File: src/rtl/dsm_poly_pkg.sv
package dsm_poly_pkg;

  // Signed coefficient i (1-based) of 1 - (1 - z^-1)^order.
  function automatic int tap_coef(input int order, input int idx);
    int c;
    c = 1;
    for (int k = 0; k < idx; k++) begin
      c = c * (order - k) / (k + 1);
    end
    return ((idx % 2) == 1) ? c : -c;
  endfunction

endpackage

File: src/rtl/dsm_phase_slice.sv
module dsm_phase_slice
  import dsm_poly_pkg::*;
#(
  parameter int IN_W  = 13,
  parameter int OUT_W = 4,
  parameter int ORDER = 3,
  localparam int DROP = IN_W - OUT_W,
  localparam int SW   = IN_W + ORDER + 1
) (
  input  logic [IN_W-1:0]              x,
  input  logic [ORDER-1:0][DROP-1:0]   hist,   // hist[i] = e[t-1-i]
  output logic signed [SW-1:0]         v,
  output logic [OUT_W-1:0]             y,
  output logic [DROP-1:0]              err
);
  localparam int QMAX = (1 << OUT_W) - 1;
  localparam logic signed [SW-1:0] QMAX_S = SW'(QMAX);

  logic signed [SW-1:0] acc;
  logic signed [SW-1:0] coef;
  logic signed [SW-1:0] q;

  always_comb begin
    acc = $signed({{(SW-IN_W){1'b0}}, x});
    for (int i = 0; i < ORDER; i++) begin
      coef = SW'(tap_coef(ORDER, i + 1));
      acc  = acc + coef * $signed({{(SW-DROP){1'b0}}, hist[i]});
    end
  end

  assign v   = acc;
  assign q   = acc >>> DROP;
  assign err = acc[DROP-1:0];

  always_comb begin
    if (acc[SW-1])          y = '0;
    else if (q > QMAX_S)    y = OUT_W'(QMAX);
    else                    y = q[OUT_W-1:0];
  end

endmodule

File: src/rtl/dsm_err_hist.sv
module dsm_err_hist #(
  parameter int DROP  = 9,
  parameter int ORDER = 3
) (
  input  logic                        clk,
  input  logic                        rst,
  input  logic [DROP-1:0]             err_even,
  input  logic [DROP-1:0]             err_odd,
  output logic [ORDER-1:0][DROP-1:0]  hist       // hist[j] = e[T-2-j], T = odd time
);
  always_ff @(posedge clk) begin
    if (rst) begin
      hist[0] <= '0;
      hist[1] <= '0;
    end else begin
      hist[0] <= err_odd;
      hist[1] <= err_even;
    end
  end

  for (genvar j = 2; j < ORDER; j++) begin : g_older
    always_ff @(posedge clk) begin
      if (rst) hist[j] <= '0;
      else     hist[j] <= hist[j-2];
    end
  end

endmodule

File: src/rtl/dsm_poly_top.sv
module dsm_poly_top #(
  parameter int IN_W  = 13,
  parameter int OUT_W = 4,
  parameter int ORDER = 3
) (
  input  logic             clk,
  input  logic             rst,
  input  logic [IN_W-1:0]  x_even,
  input  logic [IN_W-1:0]  x_odd,
  output logic [OUT_W-1:0] y_even,
  output logic [OUT_W-1:0] y_odd
);
  localparam int DROP = IN_W - OUT_W;
  localparam int SW   = IN_W + ORDER + 1;

  logic [ORDER-1:0][DROP-1:0] hist;
  logic [1:0][ORDER-1:0][DROP-1:0] ph_hist;
  logic [1:0][IN_W-1:0]  ph_x;
  logic [1:0][OUT_W-1:0] ph_y;
  logic [1:0][DROP-1:0]  ph_err;
  logic signed [SW-1:0]  v_even, v_odd;

  assign ph_x[0] = x_even;
  assign ph_x[1] = x_odd;

  // Even phase: entirely from registered history.
  assign ph_hist[0] = hist;
  // Odd phase: newest tap is this cycle's even error.
  assign ph_hist[1][0] = ph_err[0];
  for (genvar i = 1; i < ORDER; i++) begin : g_odd_hist
    assign ph_hist[1][i] = hist[i-1];
  end

  for (genvar p = 0; p < 2; p++) begin : g_phase
    logic signed [SW-1:0] v_p;
    dsm_phase_slice #(.IN_W(IN_W), .OUT_W(OUT_W), .ORDER(ORDER)) u_slice (
      .x    (ph_x[p]),
      .hist (ph_hist[p]),
      .v    (v_p),
      .y    (ph_y[p]),
      .err  (ph_err[p])
    );
  end

  assign v_even = g_phase[0].v_p;
  assign v_odd  = g_phase[1].v_p;

  dsm_err_hist #(.DROP(DROP), .ORDER(ORDER)) u_hist (
    .clk      (clk),
    .rst      (rst),
    .err_even (ph_err[0]),
    .err_odd  (ph_err[1]),
    .hist     (hist)
  );

  always_ff @(posedge clk) begin
    if (rst) begin
      y_even <= '0;
      y_odd  <= '0;
    end else begin
      y_even <= ph_y[0];
      y_odd  <= ph_y[1];
    end
  end

endmodule

File: config.mk
export PLATFORM = sky130hd
export DESIGN_NAME = dsm_poly_top
export DESIGN_NICKNAME = d
export VERILOG_FILES = /design/src/rtl/dsm_poly_pkg.sv /design/src/rtl/dsm_phase_slice.sv /design/src/rtl/dsm_err_hist.sv /design/src/rtl/dsm_poly_top.sv
export SDC_FILE = /design/constraint.sdc
export NUM_CORES = 1
export LEC_CHECK = 0
export BUFFER_PORTS_ARGS = -buffer_cell sky130_fd_sc_hd__buf_4
export CAP_MARGIN = 10
export CORE_ASPECT_RATIO = 1.4
export CORE_UTILIZATION = 50
export CTS_CLUSTER_DIAMETER = 120
export DETAILED_ROUTE_END_ITERATION = 7
export PLACE_DENSITY_LB_ADDON = 0.1
export SLEW_MARGIN = 40
export SYNTH_ARGS = -nofsm -noshare
export SYNTH_HDL_FRONTEND = slang
export SYNTH_SLANG_ARGS = --single-unit
File: constraint.sdc
create_clock -name clk -period 14 [get_ports clk]
set_clock_uncertainty 0.2 [all_clocks]
set_input_delay 0.7 -clock clk [delete_from_list [all_inputs] [get_ports clk]]
set_output_delay 0.7 -clock clk [all_outputs]
set_load 0.1 [all_outputs]
==> impl_metrics.csv <==
group,metric,value,unit
logic_synthesis,synth_area_leaders,"ha_1 (27%), fa_1 (17%), dfxtp_1 (14%)",
critical_path,path_class,"flop to flop",
global_route,globalRoute.totalOverflow,0,
floorplanning,initial_core_util,51.4,%
critical_path,cpMostUsedCell,"ha_1",
placed_design,place_area,5540,sq um
timing,max_slew_margin,67.8,%
logic_synthesis,synth-main-ff-cell,"dfxtp_1",
clock_network,ctsResizeCount,0,
global_route,grt_pass1_wl,18600,um
logic_synthesis,syn-cell-area,5110,sq um
global_route,first_global_vias,4147,
finish,drive_gt1_share,8.99,%
route,via_per_inst,5.27,
critical_path,endpoint_kind,"flop",
logic_synthesis,yosysTopAreaCellShare,26.9,%
logic_synthesis,syn_nets,754,
critical_path,cp.required,14.03,ns
critical_path,cp_data_arrival_time,8.17,ns
finish,area_growth,11.0,%
critical_path,cp_slowest_cell,"fa_1",
floorplanning,dieWidth,87.5,um
logic_synthesis,avgSynthCellArea,8.94,sq um
clock_network,cts_max_level,2,
timing,setup_violations,0,
floorplanning,io-pin-count,36,
clock_network,cts.sinks,35,
hold_path,min_path_type,"flop to flop",
timing,drv_slew,0,
logic_synthesis,synth_seq_area_share,13.7,%
placed_design,dp_hpwl,9430,um
placed_design,port_buffers,35,
finish,fillers,946,
global_route,antenna_found_initial,0,
floorplanning,row_count,43,
timing,tightest_slew,0.480,ns
clock_network,cts_hold_buf,0,
route,vias,3940,
clock_network,path_clk_slew,0.06,ns
floorplanning,die_h,122,um
route,wl_per_cell,14.7,um
clock_network,insertion_delay,0.28,ns
clock_network,cts_tree,"built",
finish,diodes,0,
global_route,gr-usage-all-layers,22.5,%
critical_path,reg2reg_depth,31,
route,wl,11000,um
critical_path,critPathMaxFanout,6,
finish,layout.cells.non_filler,747,
clock_network,cts_buffers,5,
logic_synthesis,ys_async_sr_fraction,0,%
floorplanning,dieArea,10600,sq um
logic_synthesis,synth-seq-cells,35,
route,drtIter0Drc,106,
hold_path,worstHoldPathCells,2,
timing,fin_crit_sh,58.2,%
run_status,status,"complete, no violations",
route,drt_first_pass_iters,4,
placed_design,dp_cells,739,
timing,fmax,123,MHz
route,drc,0,
clock_network,ctsRootBufferMaster,"clkbuf_16",
timing,rsz0062_at_grt,"false",
finish,fin_nets,793,
timing,hold_viol,0,
logic_synthesis,yosysWarnings,0,
clock_network,cts.path.max_buffers,2,
timing,fin_crit,8.15,ns
logic_synthesis,synth_most_common_cell,"ha_1",
logic_synthesis,syn_inst,572,
critical_path,cpPeakStageDelay,0.53,ns
floorplanning,core_area,9950,sq um
flow_run,drv_cap,0,
logic_synthesis,synth-edff-count,0,
logic_synthesis,synth_cell_types,42,
critical_path,worstSetupStartpointType,"flop",
clock_network,cts_setup_buffers,0,
route,detail-route-antenna-nets,0,
logic_synthesis,yosysTopAreaCell,"ha_1",
placed_design,gp_congestion,0.892,
finish,fin_area,5680,sq um
timing,fin_setup_tns,0,ns
logic_synthesis,synthTopCellsByCount,"ha_1 (110), inv_1 (105), fa_1 (44), a21oi_1 (43), nor2_1 (36)",
global_route,grt_max_degree,33,
[per-stage QoR]
step | util (%) | setup WS (ns) | hold WS (ns)
2_1_floorplan | - | 6.55 | 0.273
3_3_place_gp | 55.6 | 6.04 | 0.343
3_5_place_dp | 55.6 | 5.89 | 0.347
4_1_cts | 57.0 | 5.83 | 0.354
5_1_grt | 57.0 | 5.30 | 0.379
6_report | 57.0 | 5.85 | 0.345
[cell usage in the layout (no fill, tap or decap), types with 2 or more instances in the layout]
cell	netlist	routed
or3_1	3	3
a21oi_1	43	43
or2_2	3	3
o211ai_1	3	3
nand3b_1	2	2
nor2_1	36	36
clkbuf_16	0	5
a21o_1	18	18
o211a_1	2	2
a21oi_2	2	2
o21ai_2	2	2
clkinv_2	0	3
nor4_1	2	2
nand3_1	6	6
fa_1	44	44
dfxtp_1	35	35
o21bai_1	8	8
nor2b_1	14	14
and2_1	2	2
o21a_1	9	9
nand2_1	12	12
xnor2_1	27	27
o21ai_0	21	21
nand2b_1	4	4
a211oi_1	12	12
inv_1	105	105
xor2_1	19	19
a311oi_1	2	2
o21ai_1	2	2
and3_1	2	2
buf_4	0	35
nor3_1	8	8
ha_1	110	110
[per-layer routing]
metal	up-vias	GRT usage [%]	wire, um
met2	46	43.3	5870
li1	1995	-	-
met4	0	7.89	314
met5	-	0	0
met3	18	2.03	152
met1	1881	25.3	4630
[cell families after synthesis]
group / after synthesis / share of synthesized area, %
fa+ha+maj: 154 / 44.1
compound gates: 132 / 16.9
flops: 35 / 13.7
buf+inv: 108 / 7.93
simple gates: 97 / 9.47
xor+xnor: 46 / 7.88
[registers in the layout (all words and copies together), names as in the netlist]
name,flops
u_hist.hist,27
y_odd,4
y_even,4
[cell type report]
class / count / area, sq um / share of cell area, %
Multi-Input combinational cell: 429 / 4010 / 70.6
Sequential cell: 35 / 701 / 12.3
Inverter: 105 / 394 / 6.94
Timing Repair Buffer: 35 / 263 / 4.63
Tap cell: 135 / 169 / 2.98
Clock buffer: 5 / 125 / 2.20
Clock inverter: 3 / 15.0 / 0.265
[worst max-delay path: cells and delay by family (launching register included)]
kind	cells	cell delay, ns
fa+ha+maj	11	4.07
compound gates	10	1.75
simple gates	4	0.76
xor+xnor	3	0.75
flops	1	0.40
buf+inv	3	0.15
[final timing paths]
kind | from | endpoint | slack (ns)
worst max register to register | u_hist.hist[10]$_SDFF_PP0_ | y_odd[0]$_SDFF_PP0_ | 5.85
worst max-delay path | u_hist.hist[10]$_SDFF_PP0_ | y_odd[0]$_SDFF_PP0_ | 5.85
worst min-delay path | u_hist.hist[3]$_SDFF_PP0_ | u_hist.hist[21]$_SDFF_PP0_ | 0.35
worst min register to register | u_hist.hist[3]$_SDFF_PP0_ | u_hist.hist[21]$_SDFF_PP0_ | 0.35
Power is not shown: default switching activity piles up to over one toggle a cycle in this logic, so the estimate is an artifact.
